## src/rtl/thermal_trip_pkg.sv

```systemverilog
`timescale 1ns/1ps
package thermal_trip_pkg;
   typedef enum logic [1:0] {
      TRK_LEVEL  = 2'd0,
      TRK_REPEAT = 2'd1,
      TRK_ONCE   = 2'd2
   } trk_mode_e;

   typedef enum logic [1:0] {
      PIN_IDLE = 2'd0,
      PIN_OS   = 2'd1,
      PIN_RST  = 2'd2
   } pin_sel_e;
endpackage

```

## src/rtl/trip_limit_cmp.sv

```systemverilog
`timescale 1ns/1ps
module trip_limit_cmp #(
   parameter int TEMP_W = 9,
   parameter int FRAC_W = 1,
   parameter int LIM_W  = 8,
   localparam int INT_W = TEMP_W - FRAC_W
) (
   input  logic [TEMP_W-1:0] reading,
   input  logic [LIM_W-1:0]  trip_lim,
   input  logic [LIM_W-1:0]  rel_lim,
   output logic              above,
   output logic              below
);
   logic [INT_W-1:0] whole;

   if (FRAC_W == 0) begin : g_nofrac
      assign whole = reading;
   end else begin : g_frac
      assign whole = reading[TEMP_W-1:FRAC_W];
   end

   if (LIM_W > INT_W) begin : g_bad_width
      $error("trip_limit_cmp: limit wider than integer part");
   end

   always_comb begin
      above = $signed(whole) > $signed(trip_lim);
      below = $signed(whole) < $signed(rel_lim);
   end
endmodule

```

## src/rtl/trip_tracker.sv

```systemverilog
`timescale 1ns/1ps
module trip_tracker
   import thermal_trip_pkg::*;
(
   input  logic      clk,
   input  logic      rst_n,
   input  trk_mode_e mode,
   input  logic      strobe,
   input  logic      above,
   input  logic      below,
   input  logic      ack,
   output logic      flag
);
   logic over_q;
   logic over_d;
   logic flag_q;

   always_comb begin
      if (above)      over_d = 1'b1;
      else if (below) over_d = 1'b0;
      else            over_d = over_q;
   end

   always_ff @(posedge clk) begin
      if (!rst_n) begin
         over_q <= 1'b0;
         flag_q <= 1'b0;
      end else begin
         if (strobe) over_q <= over_d;
         unique case (mode)
            TRK_REPEAT: begin
               if (strobe && over_d)     flag_q <= 1'b1;
               else if (strobe && below) flag_q <= 1'b0;
               else if (ack)             flag_q <= 1'b0;
            end
            TRK_ONCE: begin
               if (strobe && above && !over_q) flag_q <= 1'b1;
               else if (ack)                   flag_q <= 1'b0;
            end
            default: begin
               if (strobe) flag_q <= over_d;
            end
         endcase
      end
   end

   assign flag = flag_q;

   p_hold_r10: assert property (@(posedge clk) disable iff (!rst_n)
      (!strobe && !ack) |=> $stable(flag_q));
   p_ack_clear_r3: assert property (@(posedge clk) disable iff (!rst_n)
      (mode != TRK_LEVEL && ack && !strobe) |=> !flag_q);
   p_level_trip_r6: assert property (@(posedge clk) disable iff (!rst_n)
      (mode == TRK_LEVEL && strobe && above) |=> flag_q);
   p_auto_release_r4: assert property (@(posedge clk) disable iff (!rst_n)
      (mode == TRK_REPEAT && strobe && below && !above) |=> !flag_q);
   p_once_no_rise_r5: assert property (@(posedge clk) disable iff (!rst_n)
      (mode == TRK_ONCE && strobe && !above) |=> !$rose(flag_q));
endmodule

```

## src/rtl/trip_pin_mux.sv

```systemverilog
`timescale 1ns/1ps
module trip_pin_mux
   import thermal_trip_pkg::*;
(
   input  pin_sel_e sel,
   input  logic     os_flag,
   input  logic     act_high,
   input  logic     rst_req,
   output logic     level
);
   always_comb begin
      unique case (sel)
         PIN_OS:  level = act_high ? os_flag : ~os_flag;
         PIN_RST: level = ~rst_req;
         default: level = 1'b1;
      endcase
   end

   always_comb begin
      if (sel == PIN_IDLE) begin
         a_idle_high_r9: assert (level == 1'b1);
      end
   end
endmodule

```

## src/rtl/thermal_trip_unit.sv

```systemverilog
`timescale 1ns/1ps
module thermal_trip_unit
   import thermal_trip_pkg::*;
#(
   parameter int TEMP_W = 9,
   parameter int FRAC_W = 1,
   parameter int LIM_W  = 8
) (
   input  logic              clk,
   input  logic              rst_n,
   input  logic              conv_done,
   input  logic [TEMP_W-1:0] temp_code,
   input  logic [LIM_W-1:0]  hot_lim,
   input  logic [LIM_W-1:0]  hot_hyst,
   input  logic [LIM_W-1:0]  os_lim,
   input  logic [LIM_W-1:0]  os_hyst,
   input  logic              hot_once,
   input  logic              os_once,
   input  logic              os_act_high,
   input  logic              pin_os_en,
   input  logic              pin_rst_en,
   input  logic              rst_req,
   input  logic              stat_ack,
   output logic              hot_irq,
   output logic              os_alarm,
   output logic              pin_level
);
   localparam int N_TRK = 2;
   localparam int INT_W = TEMP_W - FRAC_W;

   if (FRAC_W < 0 || FRAC_W >= TEMP_W) begin : g_bad_frac
      $error("thermal_trip_unit: FRAC_W out of range");
   end
   if (LIM_W > INT_W) begin : g_bad_lim
      $error("thermal_trip_unit: LIM_W exceeds integer width");
   end

   logic [LIM_W-1:0] trip_l [N_TRK];
   logic [LIM_W-1:0] rel_l  [N_TRK];
   trk_mode_e        mode_v [N_TRK];
   logic [N_TRK-1:0] above_v, below_v, flag_v;
   pin_sel_e         pin_sel;

   always_comb begin
      trip_l[0] = hot_lim;
      rel_l[0]  = hot_hyst;
      mode_v[0] = hot_once ? TRK_ONCE : TRK_REPEAT;
      trip_l[1] = os_lim;
      rel_l[1]  = os_hyst;
      mode_v[1] = os_once ? TRK_ONCE : TRK_LEVEL;
   end

   for (genvar k = 0; k < N_TRK; k++) begin : g_trk
      trip_limit_cmp #(.TEMP_W(TEMP_W), .FRAC_W(FRAC_W), .LIM_W(LIM_W)) i_cmp (
         .reading (temp_code),
         .trip_lim(trip_l[k]),
         .rel_lim (rel_l[k]),
         .above   (above_v[k]),
         .below   (below_v[k])
      );
      trip_tracker i_trk (
         .clk   (clk),
         .rst_n (rst_n),
         .mode  (mode_v[k]),
         .strobe(conv_done),
         .above (above_v[k]),
         .below (below_v[k]),
         .ack   (stat_ack),
         .flag  (flag_v[k])
      );
   end

   always_comb begin
      unique case ({pin_os_en, pin_rst_en})
         2'b10:   pin_sel = PIN_OS;
         2'b01:   pin_sel = PIN_RST;
         default: pin_sel = PIN_IDLE;
      endcase
   end

   trip_pin_mux i_pin (
      .sel     (pin_sel),
      .os_flag (flag_v[1]),
      .act_high(os_act_high),
      .rst_req (rst_req),
      .level   (pin_level)
   );

   assign hot_irq  = flag_v[0];
   assign os_alarm = flag_v[1];

   p_comparator_ack_r6: assert property (@(posedge clk) disable iff (!rst_n)
      (!os_once && stat_ack && !conv_done) |=> $stable(os_alarm));
   p_os_polarity_r8: assert property (@(posedge clk) disable iff (!rst_n)
      (pin_os_en && !pin_rst_en && !os_act_high) |-> (pin_level != os_alarm));
endmodule

```

## config.mk

```make
export PLATFORM = sky130hd
export DESIGN_NAME = thermal_trip_unit
export DESIGN_NICKNAME = d
export VERILOG_FILES = /design/src/rtl/thermal_trip_pkg.sv /design/src/rtl/trip_limit_cmp.sv /design/src/rtl/trip_tracker.sv /design/src/rtl/trip_pin_mux.sv /design/src/rtl/thermal_trip_unit.sv
export SDC_FILE = /design/constraint.sdc
export NUM_CORES = 1
export LEC_CHECK = 0
export ABC_CLOCK_PERIOD_IN_PS = 3370
export BUFFER_PORTS_ARGS = -buffer_cell sky130_fd_sc_hd__buf_4
export CORE_MARGIN = 5
export CORE_UTILIZATION = 49
export DETAILED_ROUTE_END_ITERATION = 7
export PLACE_DENSITY = 0.83
export SLEW_MARGIN = 10
export SYNTH_ARGS = -nofsm -noshare
export SYNTH_HDL_FRONTEND = slang
export SYNTH_SLANG_ARGS = --single-unit
```

## constraint.sdc

```tcl
create_clock -name clk -period 3.37 [get_ports clk]
set_input_delay 0.8425 -clock clk [delete_from_list [all_inputs] [get_ports clk]]
set_output_delay 0.8425 -clock clk [all_outputs]
set_load 0.005 [all_outputs]
```

Word-level counts from Yosys, hierarchy flattened --
Cells that the tools add are included.
Word-level totals: memory bits (writable) 0, latch bits 0, logic and storage cells 51, output and inout bits 3, bits of input ports 51, bits in read-only memories 0, bits in registers 4, memories 0
Operators by class: $add $sub $neg 0, reductions and logical operators 12, bitwise gates (word level) 2, equality and inequality tests 8, div/mod/pow operators 0, multiplexer cells 21, order comparisons 4, shift-type cells 0, multiply operators 0
Operators by type and width (count):
- $gt A8 B8 Y1 | 2
- $lt A8 B8 Y1 | 2
- $mux W1 | 15
- $eq A2 B1 Y1 const B | 4
- $eq A2 B2 Y1 const B | 4
- $logic_and A1 B1 Y1 | 8
- $pmux W1 S2 | 3
- $reduce_bool A3 Y1 | 2
- $mux W2 | 2
- $pmux W2 S2 | 1
- $logic_not A1 Y1 | 2
- $not A1 Y1 | 2

Logic depth before layout (Yosys ltp) --
Gate-level depths: netlist of run 1.
word-level depth 6, depth in mapped cells 8

Modules after synthesis --
From an unflattened synthesis of run 1, not the netlist that was laid out.
Unflattened totals: cells, all modules 163, area total of the unflattened synthesis 1206.2 µm²
By module, submodules not included:
- trip_limit_cmp | sequential area each 0.0 µm², cells an instance 56, area each 387.9 µm², instances 2
- trip_tracker | sequential area each 40.0 µm², cells an instance 20, area each 176.4 µm², instances 2
- trip_pin_mux | sequential area each 0.0 µm², cells an instance 7, area each 55.1 µm², instances 1
- thermal_trip_unit | sequential area each 0.0 µm², cells an instance 4, area each 22.5 µm², instances 1

Worst setup path before layout of run 1 --
No wires, ideal clock.
path type input-to-reg, start point input hot_hyst[5], end point register g_trk[0].i_trk.flag_q, arrival time 2.137 ns, data required time 3.250 ns, setup slack 1.113 ns, stages on the path 7, cells stage by stage inv_1 -> ha_1 -> a21o_1 -> a2111oi_4 -> o311a_1 -> nor2_1 -> o31a_1
On the way: longest elaborated chain between the ends 6, elaborated cells between the ends (all ways) 9, those cells by class order compare (1); mux (6); reduce/logical (2)
RTL lines:
- start: declaration | line thermal_trip_unit.sv:14 | input logic [LIM_W-1:0] hot_hyst,
- $lt A8 B8 Y1 (*) | line trip_limit_cmp.sv:28 | below = $signed(whole) < $signed(rel_lim);
- $mux W1 | line trip_tracker.sv:20 | else if (below) over_d = 1'b0;
- $mux W1 | line trip_tracker.sv:19 | if (above) over_d = 1'b1;
- $logic_and A1 B1 Y1 | line trip_tracker.sv:32 | if (strobe && over_d) flag_q <= 1'b1;
- $mux W1 | line trip_tracker.sv:32
- $pmux W1 S2 (*) | line trip_tracker.sv:30 | unique case (mode)
- end signal: assignment | line trip_tracker.sv:41 | if (strobe) flag_q <= over_d;
- end: declaration | line trip_tracker.sv:16 | logic flag_q;
Mark *: on every way between the ends. The rest lies on a longest branch, timed or not. The select of a mux whose other input is x is not followed. A chain may end at the register's enable or synchronous reset.

Worst setup path in the final report of run 1 --
start point input pin_os_en, end point output pin_level
On the way: longest elaborated chain between the ends 4, elaborated cells between the ends (all ways) 6, those cells by class eq/ne (4); mux (2)
RTL lines:
- start: declaration | line thermal_trip_unit.sv:20 | input logic pin_os_en,
- $eq A2 B1 Y1 / $eq A2 B2 Y1 (equally long branches) | line thermal_trip_unit.sv:74 | unique case ({pin_os_en, pin_rst_en})
- $pmux W2 S2 (*) | line thermal_trip_unit.sv:74
- $eq A2 B2 Y1 / $eq A2 B1 Y1 (equally long branches) | line trip_pin_mux.sv:12 | unique case (sel)
- $pmux W1 S2 (*) | line trip_pin_mux.sv:12
- end: declaration | line thermal_trip_unit.sv:26 | output logic pin_level
Mark *: on every way between the ends. The rest lies on a longest branch, timed or not.

==> metrics.md, run 1 <==
| Metric | Value |
|---|---|
| Final WL | `approximately 2900 µm` |
| Die Height | `~56 µm` |
| Hold Crit Class | `flip-flop to flip-flop` |
| First-pass GRT wire length | `approximately 4900 µm` |
| CTS buffer count | `3` |
| CP startpoint kind | `input pin` |
| Highest Clock Rate | `roughly 0.40 GHz` |
| WL/cell | `12.93 µm` |
| Clock power frac | `20.2%` |
| Switching Share | `34.54%` |
| N_diodes | `0` |
| Vias in the first global route | `1212` |
| Worst skew pair latency | `roughly 0.23 ns` |
| Final instance area | `approximately 0.0015 mm²` |
| Fin nets | `280` |
| Post-DR vias/cell | `between 5 and 6` |
| Top cell type's share of synthesized area | `a little under 40%` |
| Storage element area | `between 80 and 90 µm²` |
| Synth top cells by count | `inv_1, ha_1, nor2_1` |
| Clock root buffer | `clkbuf_4` |
| Hold Path End | `g_trk[0].i_trk.over_q$_SDFFE_PN0P_` |
| Comb pwr share | `between 50% and 60%` |
| Initial antenna violation count | `0` |
| H-Tree Depth | `1` |
| CTS max path bufs | `2` |
| RSZ-0062 raised after global routing | `no` |
| Period utilization | `between 70% and 80%` |
| M2 GR Usage | `approximately 34%` |
| FF-to-FF setup slack | `roughly 2.1 ns` |
| Synth Warn # | `0` |
| Cell Int Power | `around 190 µW` |
| Endpoints failing hold | `0` |
| Port buffer count | `between 50 and 60` |
| GP Congestion | `~0.81` |
| Number of synthesized flops with an enable pin | `0` |
| Top-count cell post-synth | `inv_1` |
| Gr usage total | `a little under a fifth` |
| Slew @ Worst Pin | `0.4535 ns` |
| Share of post-route cells with drive strength above 1 | `approximately 30%` |
| Sequential power share | `between 20% and 30%` |
| DRC | `0` |
| Synth Instances | `140` |
| FP Rows | `16` |
| End of the worst register-to-register path | `g_trk[1].i_trk.flag$_SDFFE_PN0P_` |
| Clock-pin transition on the worst setup and hold timing paths | `approximately 0.030 ns` |
| Largest net degree at the start of global routing | `9` |
| NetSw | `~100 µW` |
| Hold Path Stages | `2` |
| Slew HR | `between 60% and 70%` |
| Setup TNS Final | `0 ns` |
| Synth Register Bits | `4` |
| CTS sink count | `4` |
| CP Capture Type | `output pin` |
| Post-layout util | `roughly 75%` |
| DP HPWL | `2629 µm` |
| Final Critical Period | `2.485 ns` |
| RR Startpoint | `g_trk[1].i_trk.over_q$_SDFFE_PN0P_` |
| IO Pins | `54` |
| Leak | `around 0.00088 µW` |
| Area Growth Syn to Fin | `43.01%` |
| Synth area leader | `ha_1` |
| Drt pass-1 iters | `4` |
| Drt initial violations | `12` |
| Seq/Total Area, Yosys | `7.711%` |
| Hold_sp | `g_trk[0].i_trk.over_q$_SDFFE_PN0P_` |
| Unique masters post-synth | `32` |
| Critical Path RT | `between 2 and 3 ns` |
| Starting Density | `approximately 52%` |
| Mapped Area | `0.001038 mm²` |
| Routed Antenna Nets | `0` |
| Crit path max fanout | `2` |
| Final-layout fill cell count | `161` |
| Met3 Use GR | `slightly above 6%` |
| Final Slew Violations | `0` |
| Via count | `roughly 1100` |
| Die area | `0.003140 mm²` |
| Worst R2R Path Depth | `4` |
| Syn Nets | `about 220` |
| CTS Hold Buffers Added | `0` |
| Mean post-synth cell area | `around 7.4 µm²` |
| Post-CTS Setup Bufs | `0` |
| Ys flop type | `dfxtp_1` |
| Setup-failing EPs final | `0` |
| PD cells | `between 150 and 200 mW/mm²` |
| Worst hold margin | `0.4825 ns` |
| Worst-case vdd ir drop | `approximately 0.33 mV` |
| CTS tree | `yes` |
| Placed cell areas | `0.001463 mm²` |
| Die W | `56.04 µm` |
| Max cap viols | `0` |
| Synth area leaders | `ha_1, inv_1, dfxtp_1` |
| Worst Clk Skew | `roughly 0.00005 ns` |
| Area of the multi-input gates | `approximately 800 µm²` |
| Layer with the highest usage | `met2` |
| Crit Path Category | `input pin to output pin` |
| Status | `finished clean` |
| Congestion Overflow GR | `0` |
| Critical path arrival | `~1.6 ns` |
| Met1 usage | `roughly a fifth` |
| Core ar. | `0.001982 mm²` |
| Async S/R FF share, synth | `0%` |
| Post_cts resized | `0` |
placed cells by master (no fill, tap or decap), types with 2 or more instances in the layout:
master	Yosys	routed
nand4_1	4	4
nand2_1	3	3
o211ai_1	2	2
o21ai_1	2	2
buf_4	0	52
nor2_1	9	9
o21ai_0	4	4
nor2b_1	3	3
o22ai_1	3	3
clkbuf_4	0	3
nand3_1	3	3
ha_1	32	32
a21o_1	4	4
a21oi_1	7	7
inv_1	42	42
dfxtp_1	4	4
layout make-up:
type	instances	share of cell area [%]
Inverter	42	10.62
Clock buffer	3	1.516
Timing Repair Buffer	52	26.28
Multi-Input combinational cell	94	53.92
Sequential cell	4	5.392
Tap cell	27	2.275
through the flow:
| stage | instances | worst slack [ns] | total power [µW] |
|---|---|---|---|
| global placement | 219 | 0.8361 | 217.0 |
| finish | 222 | 0.8849 | 283.5 |
| global route | 222 | 0.8655 | 312.6 |
| floorplan | 140 | 1.113 | 146.1 |
| CTS | 222 | 0.8838 | 288.1 |
| detailed placement | 219 | 0.7873 | 227.6 |
metal layers:
| metal | vias up | routed length, µm |
|---|---|---|
| met2 | 29 | 1441 |
| li1 | 596 | - |
| met4 | 0 | 39 |
| met3 | 4 | 162 |
| met5 | - | 0 |
| met1 | 517 | 1226 |
worst max-delay path by stage:
stage,slack [ns],cells after the start,end,from
after floorplan,1.11,7,g_trk[0].i_trk.flag$_SDFFE_PN0P_,hot_hyst[5]
after global placement,0.84,8,g_trk[1].i_trk.flag$_SDFFE_PN0P_,temp_code[6]
after detailed placement,0.79,8,g_trk[1].i_trk.flag$_SDFFE_PN0P_,temp_code[6]
after CTS,0.88,5,pin_level,pin_os_en
after global routing,0.87,5,pin_level,pin_os_en
final,0.88,5,pin_level,pin_os_en
state kept, by name (all words and copies together) (netlist names):
register	flops
g_trk.i_trk.over_q	2
g_trk.i_trk.flag	2
power by group through the flow:
| stage | combinational [µW] | clock [µW] | sequential [µW] |
|---|---|---|---|
| floorplan | 88.7 | 0 | 57.3 |
| global placement | 159 | 0 | 57.5 |
| detailed placement | 170 | 0 | 58.0 |
| CTS | 171 | 60.0 | 57.3 |
| global route | 191 | 63.8 | 57.9 |
| finish | 169 | 57.2 | 57.4 |
critical path, cell delays in order:
cell and delay, ns:
buf_4 0.09, inv_1 0.03, ha_1 0.27, a221o_1 0.26, buf_4 0.14
cells by family (layout without fill, tap and decap cells):
group,after synthesis,after routing,synth area share (%)
flip-flops,4,4,7.711
AND/OR/NAND/NOR,27,27,13.13
buffers and inverters,42,97,15.18
adder cells (fa/ha/maj),32,32,38.55
XOR/XNOR,1,1,0.8435
AO/OA/AOI/OAI,34,34,24.58
No activity file was read; power rests on OpenSTA's default activity.
==> run 2, diff against run 1 <==
- ABC_CLOCK_PERIOD_IN_PS: 3370 -> 2200
- CORE_UTILIZATION: 49 -> 41
- PLACE_DENSITY: 0.83 -> 0.74
- clock period: 3.37 -> 2.2 ns (I/O delays scaled with it)
==> metrics.md, run 2 (synthesis gave the netlist of run 1 again) <==
| Metric | Value |
|---|---|
| Status | `finished clean` |
| WL/cell | `approximately 13 µm` |
| Worst-case vdd ir drop | `approximately 0.27 mV` |
| Starting Density | `42.30%` |
| Final Critical Period | `between 1.5 and 2 ns` |
| Max cap viols | `0` |
| Crit path max fanout | `4` |
| IO Pins | `54` |
| Port buffer count | `52` |
| Buf/Inv on CP | `1` |
| Most common cell after layout, fill and taps aside | `buf_4` |
| CP Capture Type | `flip-flop` |
| Largest net degree at the start of global routing | `9` |
| CTS tree | `yes` |
| CTS buffer count | `3` |
| Vias in the first global route | `between 1000 and 1500` |
| CTS max path bufs | `2` |
| Die Height | `about 60 µm` |
| Post_cts resized | `0` |
| Die W | `slightly above 60 µm` |
| Final Slew Violations | `0` |
| Post-layout util | `60.65%` |
| GP Congestion | `~0.75` |
| First-pass GRT wire length | `about 4600 µm` |
| Slew @ Worst Pin | `around 0.35 ns` |
| Highest Clock Rate | `~0.51 GHz` |
| Crit-path slowest cell | `a2111oi_4` |
| Leak | `0.0008834 µW` |
| Endpoints failing hold | `0` |
| Share of post-route cells with drive strength above 1 | `between 20% and 30%` |
| Drt initial violations | `37` |
| Crit Path Category | `input pin to flip-flop` |
| RSZ-0062 raised after global routing | `no` |
| Hold Crit Class | `flip-flop to flip-flop` |
| Most frequent cells in the layout | `buf_4, inv_1, ha_1, nor2_1, a21oi_1` |
| Die area | `about 0.0036 mm²` |
| Worst skew pair latency | `around 0.24 ns` |
| DP HPWL | `between 2000 and 3000 µm` |
| Drt pass-1 iters | `4` |
| Via count | `1153` |
| Clock root buffer | `clkbuf_4` |
| Fin nets | `between 200 and 300` |
| Gr usage total | `approximately 16%` |
| Setup-failing EPs final | `0` |
| Post-DR vias/cell | `5.124` |
| Critical path arrival | `2.08 ns` |
| CTS sink count | `4` |
| PD cells | `293.8 mW/mm²` |
| CP startpoint kind | `input pin` |
| Worst hold margin | `0.4904 ns` |
| Worst Clk Skew | `0.00002981 ns` |
| Final WL | `about 2800 µm` |
| Clock-pin transition on the worst setup and hold timing paths | `~0.040 ns` |
| Core ar. | `0.002455 mm²` |
| DRC | `0` |
| Slew HR | `76.38%` |
| Area Growth Syn to Fin | `43.37%` |
| FP Rows | `18` |
| H-Tree Depth | `1` |
| Initial antenna violation count | `0` |
| Congestion Overflow GR | `0` |
| CTS Hold Buffers Added | `0` |
| Post-CTS Setup Bufs | `0` |
| Routed Antenna Nets | `0` |
| Critical Path RT | `2.33 ns` |
| Period utilization | `89.03%` |
| N_diodes | `0` |
| Max incr delay on CP | `0.36 ns` |
| Critical path cell sequence | `buf_4 -> ha_1 -> a21o_1 -> a2111oi_4 -> o311a_1 -> nor2_1 -> o31a_1` |
| Kind of cell adding the most delay to the critical path | `compound AO/OA/AOI/OAI gates` |
-- run 2: worst paths after layout --
| kind | start | to | slack, ns | cells past startpoint |
|---|---|---|---|---|
| max | temp_code[6] | g_trk[0].i_trk.flag$_SDFFE_PN0P_ | 0.24 | 7 |
| min | g_trk[0].i_trk.over_q$_SDFFE_PN0P_ | g_trk[0].i_trk.over_q$_SDFFE_PN0P_ | 0.49 | 2 |
| max reg2reg | g_trk[1].i_trk.over_q$_SDFFE_PN0P_ | g_trk[1].i_trk.flag$_SDFFE_PN0P_ | 0.94 | 4 |
| min reg2reg | g_trk[0].i_trk.over_q$_SDFFE_PN0P_ | g_trk[0].i_trk.over_q$_SDFFE_PN0P_ | 0.49 | 2 |
-- run 2: stage by stage --
stage          setup WS [ns]  instance area (µm²)  setup TNS (ns)  cells  power (µW)
3_3_place_gp         0.01764                 1466               0    222       332.6
4_1_cts               0.2344                 1489               0    225       446.0
2_1_floorplan         0.2358                 1039               0    140       223.8
5_1_grt               0.1529                 1489               0    225       481.6
3_5_place_dp        -0.02166                 1466        -0.03640    222       347.4
6_report              0.2413                 1489               0    225       437.4
-- run 2: power by group --
part           leakage (µW)  internal (µW)  switching (µW)  total, µW
registers         0.0000333           81.4            6.80       88.2
clock network     0.0000138           61.2            32.3       93.4
logic              0.000836            141             114        256
total              0.000883            284             153        437
-- run 2: layout make-up --
cell class | count | area [µm²]
Inverter | 42 | 157.7
Timing Repair Buffer | 52 | 390.4
Fill cell | 245 | 965.9
Sequential cell | 4 | 80.08
Clock buffer | 3 | 22.52
Tap cell | 30 | 37.54
Multi-Input combinational cell | 94 | 800.8
-- run 2: tightest hold or removal path: cells and delay by family, from the launching register on --
| kind | cells | cell delay [ns] |
|---|---|---|
| AO/OA/AOI/OAI | 1 | 0.06 |
| AND/OR/NAND/NOR | 1 | 0.07 |
| flip-flops | 1 | 0.32 |
-- run 2: layer usage --
| metal | global-route usage [%] | share of wire, % | up-vias | routed length, µm |
|---|---|---|---|---|
| met5 | 0 | 0 | - | 0 |
| met4 | 3.797 | 0.32 | 0 | 9 |
| met3 | 1.915 | 7.5 | 2 | 211 |
| met2 | 33.49 | 55 | 36 | 1563 |
| met1 | 16.79 | 37 | 518 | 1032 |
| li1 | - | - | 597 | - |
==> run 3, diff against run 2 <==
- ABC_CLOCK_PERIOD_IN_PS: 2200 -> 2500
- CORE_UTILIZATION: 41 -> 49
- PLACE_DENSITY: 0.74 -> 0.83
- clock period: 2.2 -> 2.5 ns (I/O delays scaled with it)
==> metrics.md, run 3 (synthesis gave the netlist of run 1 again) <==
| Metric | Value |
|---|---|
| Clock-pin transition on the worst setup and hold timing paths | `0.04 ns` |
| Crit path max fanout | `4` |
| Gr usage total | `18.61%` |
| Period utilization | `84.24%` |
| Largest net degree at the start of global routing | `9` |
| Dpl cells | `about 220` |
| CTS Hold Buffers Added | `0` |
| Worst skew pair latency | `~0.23 ns` |
| Setup-failing EPs final | `0` |
| PD cells | `257.3 mW/mm²` |
| Congestion Overflow GR | `0` |
| Core ar. | `around 0.0020 mm²` |
| Post_cts resized | `0` |
| Kind of cell adding the most delay to the critical path | `compound AO/OA/AOI/OAI gates` |
| Placed cell areas | `roughly 0.0015 mm²` |
| Leak | `between 0.0008 and 0.0009 µW` |
| Crit-path slowest cell | `a2111oi_0` |
| Die area | `approximately 0.0031 mm²` |
| Slew HR | `approximately 68%` |
| Total Power | `roughly 380 µW` |
| Final Critical Period | `around 2.1 ns` |
| DP HPWL | `about 2600 µm` |
| Die W | `around 56 µm` |
| Max cap viols | `0` |
| Most frequent cells in the layout | `buf_4, inv_1, ha_1, nor2_1, a21oi_1` |
| WL/cell | `between 10 and 15 µm` |
| Final Slew Violations | `0` |
| IO Pins | `54` |
| Worst Clk Skew | `approximately 0.000015 ns` |
| DRC | `0` |
| Setup TNS Final | `0 ns` |
| Status | `finished clean` |
| Worst-case vdd ir drop | `~0.53 mV` |
| Final WL | `2833 µm` |
| N_diodes | `0` |
| GP Congestion | `0.8046` |
| Port buffer count | `52` |
| Most common cell after layout, fill and taps aside | `buf_4` |
| Starting Density | `a little over half` |
| Endpoints failing hold | `0` |
| H-Tree Depth | `1` |
| Die Height | `56.04 µm` |
| Non-Filler Instances | `222` |
| CP Capture Type | `flip-flop` |
| Initial antenna violation count | `0` |
| Final-layout fill cell count | `around 160` |
| Clock root buffer | `clkbuf_4` |
| Slew @ Worst Pin | `between 0.4 and 0.5 ns` |
| CP startpoint kind | `input pin` |
| Routed Antenna Nets | `0` |
| Highest Clock Rate | `roughly 0.47 GHz` |
| Area Growth Syn to Fin | `43.01%` |
| Buf/Inv on CP | `1` |
| Crit Path Category | `input pin to flip-flop` |
| RSZ-0062 raised after global routing | `no` |
| CTS tree | `yes` |
| Critical path cell sequence | `buf_4 -> ha_1 -> a21o_1 -> a2111oi_0 -> o21a_1 -> o21ai_1 -> o21ai_1 -> o32ai_1` |
| Share of post-route cells with drive strength above 1 | `between 20% and 30%` |
| First-pass GRT wire length | `a little under 5000 µm` |
| Max incr delay on CP | `between 0.4 and 0.5 ns` |
| Hold Crit Class | `flip-flop to flip-flop` |
| Post-CTS Setup Bufs | `0` |
| Post-DR vias/cell | `between 5 and 6` |
| Final instance area | `0.001485 mm²` |
| CTS buffer count | `3` |
| CTS max path bufs | `2` |
| Via count | `about 1200` |
| CP dominant cell by count | `o21ai_1` |
| Critical Path RT | `2.61 ns` |
| Critical path arrival | `2.22 ns` |
| Vias in the first global route | `about 1200` |
| CTS sink count | `4` |
| Drt pass-1 iters | `4` |
| Drt initial violations | `40` |
| Fin nets | `280` |
| FP Rows | `16` |
run 3: cell type report:
cell class	count	area (µm²)	share of cell area, %
clock buffers	3	22.52	1.516
flip-flops and latches	4	80.08	5.392
inverters	42	157.7	10.62
multi-input cells	94	800.8	53.92
repair buffers	52	390.4	26.28
well taps	27	33.78	2.275
run 3: per-layer routing:
layer / share of wire [%] / routed length, µm / track usage (%)
met5: 0 / 0 / 0
met4: 0 / 0 / 0.6780
met3: 7.1 / 200 / 5.568
met2: 51 / 1432 / 35.56
met1: 42 / 1199 / 21.07
run 3: where the power goes:
part	leakage (µW)	switching [µW]	internal, µW
registers	0.0000333	5.34	71.7
clock network	0.0000138	25.1	53.6
logic	0.000836	102	125
total	0.000883	132	250
run 3: final timing paths:
| kind | startpoint | to | slack (ns) | cells after the start |
|---|---|---|---|---|
| min | g_trk[0].i_trk.over_q$_SDFFE_PN0P_ | g_trk[0].i_trk.over_q$_SDFFE_PN0P_ | 0.50 | 2 |
| max | temp_code[6] | g_trk[1].i_trk.flag$_SDFFE_PN0P_ | 0.39 | 8 |
| max reg2reg | g_trk[1].i_trk.over_q$_SDFFE_PN0P_ | g_trk[1].i_trk.flag$_SDFFE_PN0P_ | 1.17 | 4 |
| min reg2reg | g_trk[0].i_trk.over_q$_SDFFE_PN0P_ | g_trk[0].i_trk.over_q$_SDFFE_PN0P_ | 0.50 | 2 |
run 3: metrics by stage:
stage | worst slack, ns | utilization [%] | hold WS [ns]
2_1_floorplan | 0.4608 | - | 0.4569
5_1_grt | 0.3279 | 74.94 | 0.5106
6_report | 0.3941 | 74.94 | 0.4985
4_1_cts | 0.4012 | 74.94 | 0.4941
3_3_place_gp | 0.1987 | 73.80 | 0.4700
3_5_place_dp | 0.1584 | 73.80 | 0.4902
run 3: tightest hold or removal path: cells and delay by family, from the launching register on:
family	cells	cell delay (ns)
and+or+nand+nor	1	0.07
AOI/OAI and AO/OA	1	0.06
DFF	1	0.31
